--- src/rtl/uart_fifo_pkg.sv ---
// Shared sizes, the received-word layout and status bit positions for the
// UART FIFO watermark status controller.
package uart_fifo_pkg;
    localparam int unsigned FIFO_DEPTH = 8;
    localparam int unsigned DATA_W     = 8;
    localparam int unsigned SEL_W      = 3;
    localparam int unsigned CNT_W      = $clog2(FIFO_DEPTH + 1);

    typedef struct packed {
        logic              ferr;
        logic              perr;
        logic [DATA_W-1:0] data;
    } rx_word_t;

    localparam int unsigned ST_RX_FULL  = 0;
    localparam int unsigned ST_RX_EMPTY = 1;
    localparam int unsigned ST_RX_IDLE  = 2;
    localparam int unsigned ST_TX_FULL  = 3;
    localparam int unsigned ST_TX_EMPTY = 4;
    localparam int unsigned ST_WERR     = 5;
    localparam int unsigned ST_PERR     = 6;
    localparam int unsigned ST_FERR     = 7;
endpackage

--- src/rtl/fifo_ring.sv ---
// Circular buffer with a fill counter and a pointer flush.
// Assumes DEPTH is a power of two, so the pointers wrap by overflow.
// A push while full and a pop while empty are dropped. Flush wins over both.
module fifo_ring #(
    parameter int unsigned WIDTH = 8,
    parameter int unsigned DEPTH = 8,
    localparam int unsigned PTR_W = $clog2(DEPTH),
    localparam int unsigned CNT_W = $clog2(DEPTH + 1)
) (
    input  logic             clk,
    input  logic             rst_n,
    input  logic             flush,
    input  logic             push,
    input  logic             pop,
    input  logic [WIDTH-1:0] wdata,
    output logic [WIDTH-1:0] rdata,
    output logic [CNT_W-1:0] count,
    output logic             empty,
    output logic             full
);
    logic [WIDTH-1:0] mem [DEPTH];
    logic [PTR_W-1:0] wr_ptr, rd_ptr;
    logic             push_ok, pop_ok;

    // Accept only operations the current fill level allows.
    always_comb begin
        empty   = (count == '0);
        full    = (count == CNT_W'(DEPTH));
        push_ok = push && !full;
        pop_ok  = pop && !empty;
        rdata   = mem[rd_ptr];
    end

    // Storage write at the tail.
    always_ff @(posedge clk) begin
        if (push_ok && !flush) mem[wr_ptr] <= wdata;
    end

    // Pointer and fill-level bookkeeping.
    always_ff @(posedge clk) begin
        if (!rst_n || flush) begin
            wr_ptr <= '0;
            rd_ptr <= '0;
            count  <= '0;
        end else begin
            if (push_ok) wr_ptr <= wr_ptr + PTR_W'(1);
            if (pop_ok)  rd_ptr <= rd_ptr + PTR_W'(1);
            case ({push_ok, pop_ok})
                2'b10:   count <= count + CNT_W'(1);
                2'b01:   count <= count - CNT_W'(1);
                default: count <= count;
            endcase
        end
    end

    p_count_max_r3: assert property (@(posedge clk) disable iff (!rst_n)
        count <= CNT_W'(DEPTH));
    p_pop_empty_r10: assert property (@(posedge clk) disable iff (!rst_n)
        (pop && empty && !push && !flush) |=> empty);
    p_push_pop_r10: assert property (@(posedge clk) disable iff (!rst_n)
        (push && pop && !full && !empty && !flush) |=> (count == $past(count)));
endmodule

--- src/rtl/uart_wm_irq.sv ---
// Watermark comparators for both directions.
// Transmit counts free slots against DEPTH minus the code. Receive counts
// held words against the code plus one. Assumes 2**SEL_W == DEPTH.
module uart_wm_irq #(
    parameter int unsigned DEPTH = 8,
    parameter int unsigned SEL_W = 3,
    localparam int unsigned CNT_W = $clog2(DEPTH + 1),
    localparam int unsigned XW    = CNT_W + 1
) (
    input  logic             clk,
    input  logic             rst_n,
    input  logic [CNT_W-1:0] tx_cnt,
    input  logic [CNT_W-1:0] rx_cnt,
    input  logic [SEL_W-1:0] tx_sel,
    input  logic [SEL_W-1:0] rx_sel,
    input  logic             rx_hold,
    output logic             tx_irq,
    output logic             rx_irq
);
    localparam logic [XW-1:0] DEPTH_X = XW'(DEPTH);
    logic [XW-1:0] free_slots, need_free, rx_need;

    // Level interrupts from the present fill levels and codes.
    always_comb begin
        free_slots = DEPTH_X - {1'b0, tx_cnt};
        need_free  = DEPTH_X - XW'(tx_sel);
        rx_need    = XW'(rx_sel) + XW'(1);
        tx_irq     = (free_slots >= need_free);
        rx_irq     = ({1'b0, rx_cnt} >= rx_need) && !rx_hold;
    end

    p_tx_empty_irq_r5: assert property (@(posedge clk) disable iff (!rst_n)
        (tx_cnt == '0) |-> tx_irq);
    p_rx_full_irq_r6: assert property (@(posedge clk) disable iff (!rst_n)
        (rx_cnt == CNT_W'(DEPTH) && !rx_hold) |-> rx_irq);
    p_rx_empty_quiet_r6: assert property (@(posedge clk) disable iff (!rst_n)
        (rx_cnt == '0) |-> !rx_irq);
endmodule

--- src/rtl/uart_fifo_status.sv ---
// UART FIFO watermark status controller top level.
// Holds the two buffers, the sticky error flags, the idle register and the
// status byte, and gates the software pointer resets on the channel enables.
module uart_fifo_status
    import uart_fifo_pkg::*;
(
    input  logic              clk,
    input  logic              rst_n,
    input  logic              tx_enable,
    input  logic              rx_enable,
    input  logic [SEL_W-1:0]  tx_sel,
    input  logic [SEL_W-1:0]  rx_sel,
    input  logic              perr_ie,
    input  logic              ferr_ie,
    input  logic              tx_wr_en,
    input  logic [DATA_W-1:0] tx_wr_data,
    input  logic              rx_rd_en,
    output logic [DATA_W-1:0] rx_rd_data,
    output logic              rx_rd_perr,
    output logic              rx_rd_ferr,
    input  logic              tx_empty_wr,
    input  logic              tx_empty_wdata,
    input  logic              rx_empty_wr,
    input  logic              rx_empty_wdata,
    input  logic              werr_wr,
    input  logic              werr_wdata,
    input  logic              perr_clr,
    input  logic              ferr_clr,
    input  logic              ser_tx_pop,
    output logic [DATA_W-1:0] ser_tx_data,
    output logic              ser_tx_valid,
    input  logic              ser_rx_push,
    input  logic [DATA_W-1:0] ser_rx_data,
    input  logic              ser_rx_perr,
    input  logic              ser_rx_ferr,
    input  logic              rx_busy,
    output logic [7:0]        status,
    output logic              tx_irq,
    output logic              rx_irq
);
    logic [CNT_W-1:0] tx_cnt, rx_cnt;
    logic             tx_empty, tx_full, rx_empty, rx_full;
    logic             tx_flush, rx_flush, rx_hold, rx_accept;
    logic             werr_q, perr_q, ferr_q, idle_q;
    rx_word_t         rx_in, rx_head;

    // Decode software pointer resets and the accepted receive push.
    always_comb begin
        tx_flush  = tx_empty_wr && tx_empty_wdata && !tx_enable;
        rx_flush  = rx_empty_wr && rx_empty_wdata && !rx_enable;
        rx_in     = '{ferr: ser_rx_ferr, perr: ser_rx_perr, data: ser_rx_data};
        rx_accept = ser_rx_push && !rx_full && !rx_flush;
        rx_hold   = (perr_q && perr_ie) || (ferr_q && ferr_ie);
    end

    fifo_ring #(.WIDTH(DATA_W), .DEPTH(FIFO_DEPTH)) u_tx_fifo (
        .clk(clk), .rst_n(rst_n), .flush(tx_flush),
        .push(tx_wr_en), .pop(ser_tx_pop), .wdata(tx_wr_data),
        .rdata(ser_tx_data), .count(tx_cnt), .empty(tx_empty), .full(tx_full)
    );

    fifo_ring #(.WIDTH($bits(rx_word_t)), .DEPTH(FIFO_DEPTH)) u_rx_fifo (
        .clk(clk), .rst_n(rst_n), .flush(rx_flush),
        .push(ser_rx_push), .pop(rx_rd_en), .wdata(rx_in),
        .rdata(rx_head), .count(rx_cnt), .empty(rx_empty), .full(rx_full)
    );

    uart_wm_irq #(.DEPTH(FIFO_DEPTH), .SEL_W(SEL_W)) u_wm (
        .clk(clk), .rst_n(rst_n), .tx_cnt(tx_cnt), .rx_cnt(rx_cnt),
        .tx_sel(tx_sel), .rx_sel(rx_sel), .rx_hold(rx_hold),
        .tx_irq(tx_irq), .rx_irq(rx_irq)
    );

    // Sticky error flags; a new event wins over a clear in the same cycle.
    always_ff @(posedge clk) begin
        if (!rst_n) begin
            werr_q <= 1'b0;
            perr_q <= 1'b0;
            ferr_q <= 1'b0;
        end else begin
            if (tx_wr_en && tx_full && !tx_flush) werr_q <= 1'b1;
            else if (werr_wr && !werr_wdata)      werr_q <= 1'b0;
            if (rx_accept && rx_in.perr)          perr_q <= 1'b1;
            else if (perr_clr)                    perr_q <= 1'b0;
            if (rx_accept && rx_in.ferr)          ferr_q <= 1'b1;
            else if (ferr_clr)                    ferr_q <= 1'b0;
        end
    end

    // Registered receive-line idle indication.
    always_ff @(posedge clk) begin
        if (!rst_n) idle_q <= 1'b1;
        else        idle_q <= !rx_busy;
    end

    // Output assembly.
    always_comb begin
        rx_rd_data   = rx_head.data;
        rx_rd_perr   = rx_head.perr;
        rx_rd_ferr   = rx_head.ferr;
        ser_tx_valid = !tx_empty;
        status              = '0;
        status[ST_RX_FULL]  = rx_full;
        status[ST_RX_EMPTY] = rx_empty;
        status[ST_RX_IDLE]  = idle_q;
        status[ST_TX_FULL]  = tx_full;
        status[ST_TX_EMPTY] = tx_empty;
        status[ST_WERR]     = werr_q;
        status[ST_PERR]     = perr_q;
        status[ST_FERR]     = ferr_q;
    end

    p_overflow_sets_r4: assert property (@(posedge clk) disable iff (!rst_n)
        (tx_wr_en && tx_full && !tx_flush) |=> werr_q);
    p_werr_sticky_r4: assert property (@(posedge clk) disable iff (!rst_n)
        (werr_q && !(werr_wr && !werr_wdata)) |=> werr_q);
    p_flush_empties_r8: assert property (@(posedge clk) disable iff (!rst_n)
        (tx_empty_wr && tx_empty_wdata && !tx_enable) |=> tx_empty);
    p_flush_gated_r9: assert property (@(posedge clk) disable iff (!rst_n)
        (tx_empty_wr && tx_enable && !tx_empty && !ser_tx_pop) |=> !tx_empty);
    p_hold_off_r7: assert property (@(posedge clk) disable iff (!rst_n)
        ((perr_q && perr_ie) || (ferr_q && ferr_ie)) |-> !rx_irq);
    p_idle_follow_r12: assert property (@(posedge clk) disable iff (!rst_n)
        1'b1 |=> (idle_q == !$past(rx_busy)));
endmodule

--- config.mk ---
export PLATFORM = sky130hd
export DESIGN_NAME = uart_fifo_status
export DESIGN_NICKNAME = d
export VERILOG_FILES = /design/src/rtl/uart_fifo_pkg.sv /design/src/rtl/fifo_ring.sv /design/src/rtl/uart_wm_irq.sv /design/src/rtl/uart_fifo_status.sv
export SDC_FILE = /design/constraint.sdc
export NUM_CORES = 1
export LEC_CHECK = 0
export BUFFER_PORTS_ARGS = -buffer_cell sky130_fd_sc_hd__buf_2
export CAP_MARGIN = 20
export CORE_UTILIZATION = 34
export DETAILED_ROUTE_END_ITERATION = 10
export PLACE_DENSITY_LB_ADDON = 0.08
export SKIP_LAST_GASP = 1
export SLEW_MARGIN = 0
export SYNTH_ARGS = -nofsm -noshare
export SYNTH_HDL_FRONTEND = slang
export SYNTH_SLANG_ARGS = --single-unit
--- constraint.sdc ---
create_clock -name clk -period 2.85 [get_ports clk]
set_input_delay 0.1425 -clock clk [delete_from_list [all_inputs] [get_ports clk]]
set_output_delay 0.1425 -clock clk [all_outputs]
set_load 0.02 [all_outputs]
==> impl_metrics.yaml, run 1 <==
outcome:
  status: "complete, no violations"
drt:
  viasPerCell: 4.72
  ant_nets: 0
  routed_wl_mm: 13.8
  dr.pass1.iters: 4
  drc: 0
  vias: 3886
  drtIter0Drc: 227
  routedWlPerCell_um: 16.8
finish:
  layout_commonest_cell: "edfxtp_1"
  drive_gt1_share_pct: 33.4
  n_antenna_cell: 0
  layout.nets: 600
  fin_area_um2: 8800
  final_cell_mix: "edfxtp_1, buf_2, mux4_2, dfxtp_1, nor2_1"
  area_growth_pct: 21.3
timing:
  setup_violations: 0
  fin_crit_sh_pct: 92.2
  period_needed_ns: 2.63
  rsz0062_at_grt: "no"
  fin_skew_ns: 0.00748
  tightest_slew_ns: 0.671
  hold_viol: 0
  max_clock_freq_mhz: 380
  relSlewSlack_pct: 55.2
  drv_slew: 0
  setup_tns_ns: 0
worst_hold_path:
  worstHoldStart: "ser_rx_push"
  holdPathStages: 3
  hold_end: "u_rx_fifo.wr_ptr[1]"
  hold_path.class: "in2reg"
die:
  die_w_um: 148
  initial_core_util_pct: 34.6
  fp.dieArea_um2: 21900
  std_cell_rows: 53
  dieHeight_um: 148
  ioPinCount: 72
  core-area_um2: 21000
worst_setup_path:
  cp.required_ns: 3.20
  r2r_start: "u_tx_fifo.count[0]"
  cp.arrival_ns: 2.98
  rr_endpoint: "u_tx_fifo.count[2]"
  start_kind: "register"
  reg2reg_slack_ns: 0.22
  critPathKind: "reg2reg"
  crit_path_end_kind: "register"
  reg2regPathDepth: 12
  cp_max_fo: 6
global_routing:
  antenna_found_initial: 0
  grt_pass1_vias: 3940
  grt_pass1_wl_mm: 21.7
  track_usage_pct: 13.5
  grt-ovfl-total: 0
  grt_max_degree: 21
power_and_ir_drop:
  power_density_nw_per_um2: 810
  p_leak_uw: 0.00314
  ir_worst_vdd_uv: 362
clock_network:
  clock_path_buffers: 2
  clk_transition_reported_paths_ns: 0.07
  tritoncts: "done"
  ctsHtreeMaxLevel: 4
  clock_sinks: 174
  clkLatencyLatePin_ns: 0.42
  clockRootBuffer: "clkbuf_16"
  cts_buffers: 17
placed_design:
  post_dp_cell_area_um2: 7990
  port-buffer-count: 71
  finalWeightedCongestion: 0.687
  dp_hpwl_mm: 8.82
synth:
  synth_seq_area_share_pct: 67.9
  syn-instance-count: 426
  ys_ff_latch: 174
  syn_nets: 491
  yosysWarnings: 0
  synth_ff_type: "edfxtp_1"
  syn_area_per_cell_um2: 17.0
  ys_types: 41
  ys_async_sr_fraction_pct: 0
  netlist_area_um2: 7250
  synth_edf_count: 144
job:
  max_cap_viol_count: 0
==> worst max-delay path by stage <==
stage | from | end | slack, ns | cells past startpoint
3_3_place_gp | u_tx_fifo.count[0] | u_tx_fifo.count[2] | 0.20 | 12
6_report | u_tx_fifo.count[0] | u_tx_fifo.count[2] | 0.22 | 12
3_5_place_dp | u_tx_fifo.count[0] | u_tx_fifo.count[2] | 0.14 | 12
2_1_floorplan | u_tx_fifo.count[1] | u_tx_fifo.count[2] | 0.07 | 14
4_1_cts | u_tx_fifo.count[0] | u_tx_fifo.count[2] | 0.13 | 12
5_1_grt | u_tx_fifo.count[0] | u_tx_fifo.count[2] | 0.009 | 12
==> cells in the mapped netlist (2+ instances only) <==
library cell,n,area share (%)
mux2_2,18,2.8
a21o_1,5,0.52
inv_1,17,0.88
nand3b_1,5,0.52
mux4_1,6,2.2
buf_1,2,0.10
dfxtp_1,30,8.3
xnor2_1,4,0.48
clkbuf_1,7,0.36
nor3_1,7,0.48
buf_2,4,0.28
a211o_1,2,0.24
ha_1,21,3.6
nor2_1,27,1.4
buf_4,8,0.83
mux4_2,30,9.3
o21ai_0,7,0.48
a21oi_1,12,0.83
nand4b_1,2,0.24
xor2_1,13,1.6
nand3_1,11,0.76
nand2_1,16,0.83
or3_1,2,0.17
nor4_1,2,0.17
buf_6,3,0.47
edfxtp_1,144,60
nand2b_1,7,0.60
==> cell type report <==
cell class	count	area [µm²]
Clock buffer	17	425
Clock inverter	15	174
Fill cell	1945	12200
Inverter	17	63.8
Multi-Input combinational cell	211	2130
Sequential cell	174	4930
Tap cell	275	344
Timing Repair Buffer	114	728
==> power by group <==
group | internal (µW) | switching [µW]
Combinational | 842 | 940
Clock | 1260 | 1060
Sequential | 2900 | 116
==> cells by family after synthesis <==
logic type / share of synthesized area (%)
xor gates and xnor gates: 2.05
buffers and inverters: 2.92
AOI/OAI and AO/OA: 3.00
muxes: 14.4
adders and majority gates: 3.90
and+or+nand+nor: 5.80
DFF: 67.9
==> worst max-delay path: stages, from the launching register on <==
cell and delay (ns):
dfxtp_2 0.35, inv_1 0.08, ha_1 0.16, or3b_2 0.51
nand2_2 0.12, inv_1 0.06, ha_1 0.26, xor2_1 0.16
ha_1 0.18, a21oi_1 0.14, xor2_1 0.09, or3_1 0.30
a21oi_1 0.13
==> sequential cells by signal, summed over array words and instances (netlist names), named ones only <==
register,cells
ferr_q,1
idle_q,1
perr_q,1
u_rx_fifo.count,4
u_rx_fifo.mem,80
u_rx_fifo.rd_ptr,3
u_rx_fifo.wr_ptr,3
u_tx_fifo.count,4
u_tx_fifo.mem,64
u_tx_fifo.rd_ptr,3
u_tx_fifo.wr_ptr,3
werr_q,1
==> routing by layer <==
layer	wire (µm)	global-route usage (%)	vias to the layer above	part of all wire, %
li1	-	-	1865	-
met1	6800	18.6	1939	49
met2	6530	21.1	72	47
met3	334	3.12	10	2.4
met4	138	4.33	0	1.0
met5	0	0	-	0
==> through the flow <==
step                setup slack, ns  utilization (%)  std cells  hold WS [ns]  total power (µW)
finish                        0.221             42.0        823        0.0315              7120
CTS                           0.126             42.0        823       0.00953              7250
detailed placement            0.140             38.1        771         0.308              4870
floorplan                    0.0683                -        426         0.204              4450
global placement              0.204             38.1        771         0.304              4850
global route                0.00906             42.0        823        0.0244              7510
==> timing repair <==
item,4_1_cts,5_1_grt
hold buffers,20,0
resized for setup,0,3
hold endpoints to repair,131,0
endpoints found under the setup margin,0,1
setup buffers,0,0
Power figures use the tool's default switching activity.
==> run 2, diff against run 1 <==
- CORE_ASPECT_RATIO: unset -> 1.1
- CORE_MARGIN: unset -> 2
==> impl_metrics.yaml, run 2 (synthesis results as in run 1) <==
timing:
  drv_slew: 0
  fin_crit_sh_pct: 91.8
  rsz0062_at_grt: "no"
  relSlewSlack_pct: 58.3
  tightest_slew_ns: 0.625
  fin_skew_ns: 0.00575
  setup_violations: 0
  max_clock_freq_mhz: 382
  period_needed_ns: 2.62
  hold_viol: 0
  setup_tns_ns: 0
global_routing:
  antenna_found_initial: 0
  grt_pass1_vias: 4179
  grt-ovfl-total: 0
  grt_pass1_wl_mm: 22.2
  track_usage_pct: 13.4
  grt_max_degree: 21
clock_network:
  clock_path_buffers: 2
  cts_buffers: 17
  clockRootBuffer: "clkbuf_16"
  clk_transition_reported_paths_ns: 0.07
  ctsHtreeMaxLevel: 4
  clkLatencyLatePin_ns: 0.43
  clock_sinks: 174
  tritoncts: "done"
worst_setup_path:
  cp.required_ns: 3.21
  max_stage_delay_ns: 0.47
  r2r_start: "u_tx_fifo.count[0]"
  crit_path_end_kind: "register"
  cp_max_fo: 6
  start_kind: "register"
  critPathKind: "reg2reg"
  reg2regPathDepth: 12
  critPathSlowestCell: "or3b_2"
  crit_chain: "inv_1 -> ha_2 -> or3b_2 -> nand2_1 -> inv_1 -> ha_2 -> xor2_1 -> ha_1 -> a21oi_1 -> xor2_1 -> or3_1 -> a21oi_1"
  cp.arrival_ns: 2.97
  worstSetupStartpoint: "u_tx_fifo.count[0]"
drt:
  drc: 0
  vias: 3931
  dr.pass1.iters: 4
  ant_nets: 0
  routedWlPerCell_um: 16.6
  viasPerCell: 4.68
  drtIter0Drc: 236
  routed_wl_mm: 14.0
worst_hold_path:
  hold_path.class: "in2reg"
  holdPathStages: 3
  worstHoldStart: "ser_tx_pop"
die:
  ioPinCount: 72
  std_cell_rows: 56
  dieHeight_um: 157
  initial_core_util_pct: 34.3
  core-area_um2: 21200
  fp.dieArea_um2: 22500
  die_w_um: 143
finish:
  layout.nets: 602
  n_antenna_cell: 0
  largest_register_ffs: 80
  final_cell_mix: "edfxtp_1, buf_2, mux4_2, dfxtp_1, nor2_1"
  fin_util_pct: 41.7
  area_growth_pct: 21.5
  layout_commonest_cell: "edfxtp_1"
  largest-register: "u_rx_fifo.mem"
  fin_area_um2: 8810
  drive_gt1_share_pct: 33.1
  largestRegisters: "u_rx_fifo.mem x80, u_tx_fifo.mem x64"
placed_design:
  finalWeightedCongestion: 0.709
  post_dp_cell_area_um2: 8010
  dp_hpwl_mm: 8.83
  port-buffer-count: 71
outcome:
  status: "complete, no violations"
power_and_ir_drop:
  ir_worst_vdd_uv: 433
  power_density_nw_per_um2: 802
  p_leak_uw: 0.00314
  power_uw: 7070
job:
  max_cap_viol_count: 0
## run 2: cell types whose count changed in the layout (fill, tap and decap cells not counted)
cell           delta
inv_8             -3
ha_1              -2
inv_6             +2
clkinv_8          -1
nand2_2           -1
ha_2              +2
clkinv_4          +2
dlygate4sd3_1     +2
clkinv_1          +2
clkinvlp_4        -2
nand2_1           +1
## run 2: final timing paths
path / end / slack [ns]
worst min-delay path: register / 0.03
worst max register to register: u_tx_fifo.count[2] / 0.23
worst min register to register: register / 0.48
worst max-delay path: u_tx_fifo.count[2] / 0.23
## run 2: final cells by class
type                            instances  area [µm²]
Clock inverter                         15         151
Fill cell                            1967       12300
Inverter                               17        63.8
Clock buffer                           17         425
Sequential cell                       174        4930
Tap cell                              290         363
Multi-Input combinational cell        211        2140
Timing Repair Buffer                  116         748
## run 2: critical path, delay by kind of cell (launching register included)
family,cells,cell delay [ns]
adder cells (fa/ha/maj),3,0.61
buffers and inverters,2,0.16
AO/OA/AOI/OAI,2,0.28
flip-flops,1,0.35
XOR/XNOR,2,0.24
AND/OR/NAND/NOR,3,0.92
## run 2: layer usage
metal  track usage [%]  up-vias  routed length, µm
met5                 0        -                  0
met1              17.9     1970               6710
met4              5.60        0                257
met2              21.4       76               6470
met3              2.92       18                516
li1                  -     1867                  -
## run 2: per-stage QoR
stage	instances	hold WS, ns	setup WS (ns)
floorplan	426	0.204	0.0683
global placement	786	0.304	0.194
detailed placement	786	0.310	0.122
CTS	840	0.0189	0.100
global route	840	0.0279	0.0234
finish	840	0.0313	0.233
## run 2: power breakdown
part	internal, µW	leakage, µW	total, µW	switching [µW]
Sequential	2910	0.00155	3020	113
Clock	1230	0.000281	2250	1020
Combinational	852	0.00130	1800	945
Total	4990	0.00314	7070	2080
## run 2: repair_timing
action,4_1_cts,5_1_grt
buffers inserted,0,0
hold buffers,22,0
gates resized for setup,0,4
endpoints found under the setup margin,0,1
endpoints found under the hold margin,140,0
==> run 3, diff against run 2 <==
- CORE_UTILIZATION: 34 -> 59
==> impl_metrics.yaml, run 3 (synthesis results as in run 1) <==
die:
  core-area_um2: 12000
  initial_core_util_pct: 60.3
  dieHeight_um: 120
  die_w_um: 110
  fp.dieArea_um2: 13200
  std_cell_rows: 42
  ioPinCount: 72
finish:
  largestRegisters: "u_rx_fifo.mem x80, u_tx_fifo.mem x64"
  final_cell_mix: "edfxtp_1, buf_2, mux4_2, dfxtp_1, nor2_1"
  area_growth_pct: 18.1
  layout_commonest_cell: "edfxtp_1"
  drive_gt1_share_pct: 32.8
  fin_cells: 697
  largest-register: "u_rx_fifo.mem"
  n_antenna_cell: 0
  largest_register_ffs: 80
  layout.nets: 595
timing:
  fin_crit_sh_pct: 90.9
  rsz0062_at_grt: "no"
  hold_viol: 0
  max_clock_freq_mhz: 386
  setup_tns_ns: 0
  setup_violations: 0
  holdWs_ns: 0.0151
  fin_skew_ns: 0.00840
  drv_slew: 0
  relSlewSlack_pct: 30.3
  period_needed_ns: 2.59
  tightest_slew_ns: 1.04
clock_network:
  clockRootBuffer: "clkbuf_16"
  clk_transition_reported_paths_ns: 0.07
  tritoncts: "done"
  clock_sinks: 174
  clkLatencyLatePin_ns: 0.42
  clock_path_buffers: 2
  cts_buffers: 17
  ctsHtreeMaxLevel: 4
worst_hold_path:
  holdPathStages: 1
  hold_path.class: "in2reg"
  worstHoldStart: "ser_rx_perr"
  hold_end: "u_rx_fifo.mem[2][8]"
worst_setup_path:
  rr_endpoint: "u_tx_fifo.count[2]"
  reg2reg_slack_ns: 0.26
  critPathSlowestCell: "or3b_4"
  cp.arrival_ns: 2.94
  cp_max_fo: 6
  r2r_start: "u_tx_fifo.count[0]"
  cp.required_ns: 3.20
  crit_chain: "inv_1 -> ha_2 -> or3b_4 -> nand2_2 -> inv_1 -> ha_2 -> xor2_1 -> ha_1 -> a21oi_1 -> xor2_1 -> or3_1 -> a21oi_1"
  start_kind: "register"
  reg2regPathDepth: 12
  critPathKind: "reg2reg"
  max_stage_delay_ns: 0.42
  crit_path_end_kind: "register"
drt:
  ant_nets: 0
  dr.pass1.iters: 6
  routed_wl_mm: 12.8
  drc: 0
  routedWlPerCell_um: 18.3
  vias: 3914
  drtIter0Drc: 289
  viasPerCell: 5.62
job:
  max_cap_viol_count: 0
power_and_ir_drop:
  seqPwrFrac_pct: 43.3
  p_switching_uw: 2000
  p_leak_uw: 0.00310
  ir_worst_vdd_uv: 521
  pwr-share-comb_pct: 25.7
  power_density_nw_per_um2: 813
  switching_share_pct: 28.7
  p_int_uw: 4960
  clockPowerShare_pct: 31.0
global_routing:
  grt_pass1_wl_mm: 20.2
  grt_max_degree: 21
  track_usage_pct: 21.0
  grt_pass1_vias: 3985
  antenna_found_initial: 0
  grt-ovfl-total: 0
placed_design:
  place_inst: 645
  finalWeightedCongestion: 0.764
  dp_hpwl_mm: 8.14
  port-buffer-count: 71
outcome:
  status: "complete, no violations"
[run 3: cell types whose count changed in the layout (fill, tap and decap cells not counted), sizes merged]
cell         change
dlygate4sd3      -4
inv              +1
clkinvlp         -1
bufinv           -1
clkinv           -2
buf              -3
clkbuf           +3
[run 3: how the worst max path moves through the flow]
stage	start	depth (start not counted)	to	slack (ns)
after CTS	u_tx_fifo.count[0]	12	u_tx_fifo.count[2]	0.04
after global placement	u_tx_fifo.count[0]	12	u_tx_fifo.count[2]	0.16
after global routing	u_tx_fifo.count[0]	12	u_tx_fifo.count[2]	0.05
after detailed placement	u_tx_fifo.count[0]	12	u_tx_fifo.count[2]	0.06
final	u_tx_fifo.count[0]	12	u_tx_fifo.count[2]	0.26
after floorplan	u_tx_fifo.count[1]	14	u_tx_fifo.count[2]	0.07
[run 3: power groups by stage]
stage | clock network, µW | logic, µW | registers (µW)
CTS | 2200 | 1800 | 3020
floorplan | 0 | 1420 | 3030
finish | 2160 | 1790 | 3010
global route | 2310 | 1960 | 3040
global placement | 0 | 1720 | 3060
detailed placement | 0 | 1760 | 3070
[run 3: timing repair]
action / CTS / global route
setup endpoints to repair: 0 / 1
hold endpoints to repair: 122 / 0
hold buffers: 18 / 0
setup buffers: 0 / 0
gates resized for setup: 0 / 4
[run 3: cell type report]
cell class	count	area, µm²
clock buffers	20	468
clock inverters	12	95.1
fillers	760	3470
inverters	17	63.8
multi-input cells	211	2130
flip-flops and latches	174	4920
well taps	154	193
repair buffers	109	686
[run 3: per-stage QoR]
stage	total power (µW)	util (%)	area, µm²	worst slack [ns]
after floorplan	4450	-	7250	0.0683
after global placement	4780	64.8	7790	0.161
after detailed placement	4830	64.8	7790	0.0638
after CTS	7010	70.9	8540	0.0381
after global routing	7310	71.1	8560	0.0482
final	6960	71.1	8560	0.258
[run 3: critical path: cells and delay by family (launching register included)]
family                     cells  cell delay [ns]
adders and majority gates      3             0.61
and+or+nand+nor                3             0.84
DFF                            1             0.37
xor gates and xnor gates       2             0.24
buffers and inverters          2             0.17
AOI/OAI and AO/OA              2             0.29
[run 3: metal layers]
layer,global-route usage (%),routed length [µm]
met2,33.2,6380
met4,6.88,159
met5,0,0
met1,28.9,5560
met3,5.23,658
